--- config.mk ---
export PLATFORM = sky130hd
export DESIGN_NAME = mac_fwd_table
export DESIGN_NICKNAME = d
export VERILOG_FILES = /design/src/rtl/mft_pkg.sv /design/src/rtl/mft_match.sv /design/src/rtl/mft_victim.sv /design/src/rtl/mac_fwd_table.sv
export SDC_FILE = /design/constraint.sdc
export NUM_CORES = 2
export LEC_CHECK = 0
export BUFFER_PORTS_ARGS = -buffer_cell sky130_fd_sc_hd__clkbuf_2
export CAP_MARGIN = 10
export CORE_ASPECT_RATIO = 1.75
export CORE_MARGIN = 1
export CORE_UTILIZATION = 51
export DETAILED_ROUTE_END_ITERATION = 6
export HOLD_SLACK_MARGIN = 0.05
export PLACE_DENSITY = 0.67
export SLEW_MARGIN = 20
export SYNTH_ARGS = -nofsm -noshare
export SYNTH_HDL_FRONTEND = slang
export SYNTH_SLANG_ARGS = --single-unit
--- constraint.sdc ---
create_clock -name clk -period 73.3 [get_ports clk]
set_input_delay 14.66 -clock clk [delete_from_list [all_inputs] [get_ports clk]]
set_output_delay 14.66 -clock clk [all_outputs]
set_load 0.005 [all_outputs]
--- src/rtl/mft_pkg.sv ---
package mft_pkg;
    localparam int MAC_W     = 48;
    localparam int GROUP_BIT = 40;

    function automatic logic mac_is_group(input logic [MAC_W-1:0] a);
        return a[GROUP_BIT];
    endfunction
endpackage

--- src/rtl/mft_match.sv ---
module mft_match
    import mft_pkg::*;
#(
    parameter int ENTRIES = 8,
    parameter int IDX_W   = (ENTRIES > 1) ? $clog2(ENTRIES) : 1
) (
    input  logic                           clk,
    input  logic                           rst_n,
    input  logic [ENTRIES-1:0]             vld,
    input  logic [ENTRIES-1:0][MAC_W-1:0]  keys,
    input  logic [MAC_W-1:0]               key,
    output logic                           hit,
    output logic [IDX_W-1:0]               idx
);
    logic [ENTRIES-1:0] hv;

    for (genvar g = 0; g < ENTRIES; g++) begin : g_cmp
        assign hv[g] = vld[g] && (keys[g] == key);
    end

    always_comb begin
        hit = 1'b0;
        idx = '0;
        for (int i = ENTRIES - 1; i >= 0; i--) begin
            if (hv[i]) begin
                hit = 1'b1;
                idx = IDX_W'(i);
            end
        end
    end

    // learning never creates a second entry for an address
    p_unique_entry_r4: assert property (@(posedge clk) disable iff (!rst_n)
        $onehot0(hv));
endmodule

--- src/rtl/mft_victim.sv ---
module mft_victim #(
    parameter int ENTRIES = 8,
    parameter int TS_W    = 32,
    parameter int IDX_W   = (ENTRIES > 1) ? $clog2(ENTRIES) : 1
) (
    input  logic [ENTRIES-1:0]            vld,
    input  logic [ENTRIES-1:0][TS_W-1:0]  ts,
    input  logic [TS_W-1:0]               now,
    output logic [IDX_W-1:0]              idx
);
    always_comb begin
        logic            got_free;
        logic            have;
        logic [TS_W-1:0] best;
        logic [TS_W-1:0] age;
        got_free = 1'b0;
        have     = 1'b0;
        best     = '0;
        idx      = '0;
        for (int i = 0; i < ENTRIES; i++) begin
            age = now - ts[i];
            if (!got_free) begin
                if (!vld[i]) begin
                    got_free = 1'b1;
                    idx      = IDX_W'(i);
                end else if (!have || age > best) begin
                    have = 1'b1;
                    best = age;
                    idx  = IDX_W'(i);
                end
            end
        end
    end
endmodule

--- src/rtl/mac_fwd_table.sv ---
module mac_fwd_table
    import mft_pkg::*;
#(
    parameter int NUM_PORTS = 4,
    parameter int ENTRIES   = 8,
    parameter int TS_W      = 32,
    parameter int PORT_W    = (NUM_PORTS > 1) ? $clog2(NUM_PORTS) : 1
) (
    input  logic                  clk,
    input  logic                  rst_n,
    input  logic                  req_valid,
    input  logic [47:0]           req_dst,
    input  logic [47:0]           req_src,
    input  logic [PORT_W-1:0]     req_port,
    input  logic [TS_W-1:0]       req_time,
    input  logic [TS_W-1:0]       ttl,
    output logic                  rsp_valid,
    output logic                  rsp_flood,
    output logic [PORT_W-1:0]     rsp_port,
    output logic [NUM_PORTS-1:0]  rsp_mask
);
    localparam int IDX_W = (ENTRIES > 1) ? $clog2(ENTRIES) : 1;

    typedef struct packed {
        logic [ENTRIES-1:0]              vld;
        logic [ENTRIES-1:0][MAC_W-1:0]   mac;
        logic [ENTRIES-1:0][PORT_W-1:0]  prt;
        logic [ENTRIES-1:0][TS_W-1:0]    ts;
        logic                            rsp_v;
        logic                            rsp_flood;
        logic [PORT_W-1:0]               rsp_port;
        logic [NUM_PORTS-1:0]            rsp_mask;
    } state_t;

    state_t st_d, st_q;

    logic             src_hit_d, dst_hit_q;
    logic [IDX_W-1:0] src_idx_d, dst_idx_q, vic_idx_d;

    // source search, destination search, replacement choice: all on the registered table
    mft_match #(.ENTRIES(ENTRIES), .IDX_W(IDX_W)) u_src_match (
        .clk(clk), .rst_n(rst_n), .vld(st_q.vld), .keys(st_q.mac),
        .key(req_src), .hit(src_hit_d), .idx(src_idx_d)
    );

    mft_match #(.ENTRIES(ENTRIES), .IDX_W(IDX_W)) u_dst_match (
        .clk(clk), .rst_n(rst_n), .vld(st_q.vld), .keys(st_q.mac),
        .key(req_dst), .hit(dst_hit_q), .idx(dst_idx_q)
    );

    mft_victim #(.ENTRIES(ENTRIES), .TS_W(TS_W), .IDX_W(IDX_W)) u_victim (
        .vld(st_q.vld), .ts(st_q.ts), .now(req_time), .idx(vic_idx_d)
    );

    always_comb begin
        logic              alloc;
        logic              hit;
        logic [PORT_W-1:0] eport;
        logic [TS_W-1:0]   age;
        st_d           = st_q;
        st_d.rsp_v     = 1'b0;
        st_d.rsp_flood = 1'b0;
        st_d.rsp_port  = '0;
        st_d.rsp_mask  = '0;
        alloc = 1'b0;
        hit   = 1'b0;
        eport = '0;
        age   = '0;
        if (req_valid) begin
            // learn first
            if (src_hit_d) begin
                st_d.ts[src_idx_d] = req_time;
            end else begin
                alloc                = 1'b1;
                st_d.vld[vic_idx_d]  = 1'b1;
                st_d.mac[vic_idx_d]  = req_src;
                st_d.prt[vic_idx_d]  = req_port;
                st_d.ts[vic_idx_d]   = req_time;
            end
            // then look up, seeing the freshly learned entry
            if (req_dst == req_src) begin
                hit   = 1'b1;
                eport = src_hit_d ? st_q.prt[src_idx_d] : req_port;
            end else if (dst_hit_q && !(alloc && vic_idx_d == dst_idx_q)) begin
                age   = req_time - st_q.ts[dst_idx_q];
                eport = st_q.prt[dst_idx_q];
                hit   = 1'b1;
                if (age > ttl) begin
                    // stale: drop it and fall back to flooding
                    hit                 = 1'b0;
                    st_d.vld[dst_idx_q] = 1'b0;
                end
            end
            st_d.rsp_v     = 1'b1;
            st_d.rsp_flood = !hit || mac_is_group(req_dst);
            if (st_d.rsp_flood) begin
                for (int i = 0; i < NUM_PORTS; i++) begin
                    st_d.rsp_mask[i] = (PORT_W'(i) != req_port);
                end
            end else begin
                st_d.rsp_port = eport;
            end
        end
    end

    always_ff @(posedge clk) begin
        if (!rst_n) begin
            st_q <= '0;
        end else begin
            st_q <= st_d;
        end
    end

    assign rsp_valid = st_q.rsp_v;
    assign rsp_flood = st_q.rsp_flood;
    assign rsp_port  = st_q.rsp_port;
    assign rsp_mask  = st_q.rsp_mask;

    p_rsp_follows_req_r2: assert property (@(posedge clk) disable iff (!rst_n)
        req_valid |=> rsp_valid);

    p_rsp_needs_req_r2: assert property (@(posedge clk) disable iff (!rst_n)
        rsp_valid |-> $past(req_valid));

    p_group_never_unicast_r3: assert property (@(posedge clk) disable iff (!rst_n)
        (rsp_valid && !rsp_flood) |-> !$past(req_dst[GROUP_BIT]));

    p_flood_excludes_ingress_r10: assert property (@(posedge clk) disable iff (!rst_n)
        (rsp_valid && rsp_flood) |->
            (!rsp_mask[$past(req_port)] && $countones(rsp_mask) == NUM_PORTS - 1));

    p_unicast_port_range_r10: assert property (@(posedge clk) disable iff (!rst_n)
        (rsp_valid && !rsp_flood) |-> (int'(rsp_port) < NUM_PORTS && rsp_mask == '0));
endmodule

==> flow_summary.ini <==
[cts]
ctsResizeCount = 0
clkSinkCount = 672
cts_buffers = 74
clock_latency_ps = 770
cts.root.buffer_cell = clkbuf_16
clk_pin_slew_ps = 70
clockBufferDepth = 3
hold_buffers = 0
cts_setup_buffers = 0
cts_tree = built
cts_htree_levels = 3

[final_layout]
regArea_um2 = 13500
nets = 8575
layout-drive-gt1-share_pct = 6.64
area_delta_synth_final_pct = 7.28
fin_util_pct = 55.2
layout.cells.non_filler = 9557
fillCellCount = 11700
multi_input_area_um2 = 45300

[die]
die_x_um = 267
coreArea_um2 = 121000
dieHeight_um = 465
ios = 173
die-area_um2 = 124000
row_count = 169
initial_utilization_pct = 51.5

[drt]
ant_nets = 0
highest_layer = met5
viasPerCell = 6.42
vias = 61400
met2_length_um = 133000
wl_met1_um = 88800
drt-initial-drc-count = 6015
dr.pass1.iters = 7
wl_met3_um = 25000
remaining_drc_errors = 0
postRouteWirelength_um = 289000
avgRoutedWirePerCell_um = 30.2

[min_path]
hold_start = st_q[269]
min_path_cells = 2
hold_path_class = reg -> reg
hold_end = st_q[269]

[power_and_ir_drop]
pwr-share-clk_pct = 34.8
netSwitchingFraction_pct = 37.6
p_int_mw = 0.729
power_density_nw_per_um2 = 17.4
seq_power_share_pct = 32.4
power.net_switching_mw = 0.440
max-vdd-ir-drop_uv = 20.8
leakagePower_nw = 24.4
comb_power_share_pct = 32.9

[worst_setup_path]
critical_path.top_delay_family = compound AO/OA/AOI/OAI gates
worst-path-max-fanout = 54
startpoint_type = primary input
criticalPathCategory = in -> reg
r2r.worst_path.cells = 88
endpoint_kind = flip-flop
rr_startpoint = st_q[10]
timing.rr.end = st_q[10]
cp_slowest_cell = o31ai_1
cp_num_buf_inv = 7
max_stage_delay_ps = 920
cp.required_ps = 73910
crit_arrival_ps = 41150
regToRegSetupSlack_ps = 46730
crit_top_cell = nand2_1

[job]
maxCapViolCount = 0

[yosys]
netlist_area_um2 = 62500
ys.flop_type = dfxtp_1
syn-num-nets = 8657
synth-async-reset-ratio_pct = 0
netlist_instances = 7948
yosys_warnings = 0
synth-seq-area-share_pct = 21.5
synth_cell_types = 101
synth_edf_count = 0
avgSynthCellArea_um2 = 7.86
ys_seq_elements = 672

[timing]
min_period_ps = 40530
rsz0062_at_grt = false
setup_tns_ps = 0
slew_viol_final = 0
fin_crit_sh_pct = 55.3
hold_slack_ps = 492
max_freq_mhz = 24.7
fin_skew_ps = 50.6
hold_viol_final = 0
max_slew.worst_pin.slew_ps = 1240
slew-limit-headroom_pct = 16.9
setup_viol = 0
worst_slack_ps = 32770

[global_route]
antenna_found_initial = 13
grt_pass1_vias = 60800
track_usage_pct = 45.9
grt_max_degree = 132
grt_pass1_wl_um = 411000
grt_overflow_total = 0

[status]
outcome = finished, final reports clean

[placed_design]
dp_hpwl_um = 216000
gp_congestion = 1.11
place_inst = 9412
place_ws_ps = 32790
io_buffers = 172
## registers in the layout, summed over array words and instances (netlist names)
register / cells
rsp_valid: 1
rsp_flood: 1
rsp_port: 2
rsp_mask: 4
st_q: 664
## logic make-up (layout without fill, tap and decap cells)
logic type / after synthesis / count (layout) / share of synthesized area, %
adders and majority gates: 544 / 544 / 11.0
and+or+nand+nor: 2606 / 2606 / 21.2
DFF: 672 / 672 / 21.5
buffers and inverters: 936 / 914 / 6.19
xor gates and xnor gates: 1001 / 1001 / 14.0
muxes: 493 / 493 / 7.94
AOI/OAI and AO/OA: 1696 / 1696 / 18.1
other: 0 / 7 / 0
## how the worst max path moves through the flow
stage	slack, ps	start	endpoint	depth (start not counted)
global placement	33350	req_time[0]	st_q[14]	90
floorplan	38610	req_time[0]	st_q[39]	98
global route	31590	req_time[2]	st_q[35]	87
CTS	33460	req_time[3]	st_q[10]	88
finish	32770	req_time[2]	st_q[10]	88
detailed placement	32790	req_time[3]	st_q[38]	88
## power groups by stage
stage               Combinational, mW  Sequential, mW  Clock [mW]
global route                    0.408           0.378       0.422
floorplan                       0.244           0.384           0
detailed placement              0.368           0.386           0
finish                          0.384           0.378       0.406
CTS                             0.369           0.378       0.406
global placement                0.365           0.386           0
## routing by layer
metal,up-vias,GRT usage (%)
met4,12,54.9
li1,27600,-
met5,-,0.705
met2,3314,75.7
met3,1678,13.4
met1,28800,41.8
## layout make-up
cell class / count / share of cell area, %
Antenna cell: 7 / 0.0261
Clock buffer: 105 / 3.21
Clock inverter: 31 / 0.558
Inverter: 480 / 2.69
Multi-Input combinational cell: 6340 / 67.7
Sequential cell: 672 / 20.1
Tap cell: 1624 / 3.03
Timing Repair Buffer: 298 / 2.72
## metrics by stage
stage               total power [mW]  area (um^2)
finish                          1.17        67000
global route                    1.21        67000
CTS                             1.15        66900
detailed placement             0.754        64400
global placement               0.751        64400
floorplan                      0.628        62500
## tightest hold or removal path, stage by stage (launching register included)
cell and delay [ps]:
dfxtp_1 330, nand2_1 50, a21boi_0 60
## cells in the final DEF (no fill, tap or decap), drive strengths merged, types with 15 or more instances in the layout
| master | netlist | layout |
|---|---|---|
| xnor2 | 629 | 629 |
| buf | 224 | 126 |
| dfxtp | 672 | 672 |
| xor2 | 372 | 372 |
| mux2 | 18 | 18 |
| nor4 | 133 | 133 |
| a211oi | 50 | 50 |
| nand2b | 94 | 94 |
| o31ai | 31 | 31 |
| a2111oi | 15 | 15 |
| nand4 | 242 | 242 |
| inv | 476 | 477 |
| nand3 | 117 | 117 |
| nor2b | 510 | 510 |
| nor2 | 392 | 392 |
| or2 | 22 | 22 |
| a221oi | 19 | 19 |
| a21boi | 218 | 218 |
| or3 | 30 | 30 |
| o21a | 92 | 92 |
| ha | 535 | 535 |
| a21oi | 470 | 470 |
| clkinv | 4 | 25 |
| o22ai | 35 | 35 |
| clkbuf | 232 | 277 |
| and3 | 41 | 41 |
| and4 | 24 | 24 |
| nand2 | 804 | 804 |
| o21ai | 239 | 239 |
| o211ai | 26 | 26 |
| nor3 | 101 | 101 |
| a22oi | 59 | 59 |
| and2 | 40 | 40 |
| o21bai | 37 | 37 |
| mux2i | 475 | 475 |
| a21o | 177 | 177 |
| o2111ai | 25 | 25 |
| a211o | 20 | 20 |
| a31oi | 41 | 41 |
## synth_stat cells, types with 41 or more instances
master	n	area share (%)
nand2_1	804	4.8
dfxtp_1	672	22
xnor2_1	629	8.8
ha_1	535	11
nor2b_1	510	5.1
inv_1	475	2.9
mux2i_1	475	7.6
a21oi_1	470	3.8
nor2_1	389	2.3
xor2_1	372	5.2
nand4_1	242	2.4
clkbuf_1	232	1.4
o21ai_0	227	1.8
a21boi_0	216	2.6
buf_2	182	1.5
a21o_1	177	2.1
nor4_1	132	1.3
nand3_1	117	0.94
nor3_1	101	0.81
nand2b_1	94	0.94
o21a_1	92	1.1
a22oi_1	59	0.71
a211oi_1	49	0.59
a31oi_1	41	0.41
No activity file was read; power rests on OpenSTA's default activity.
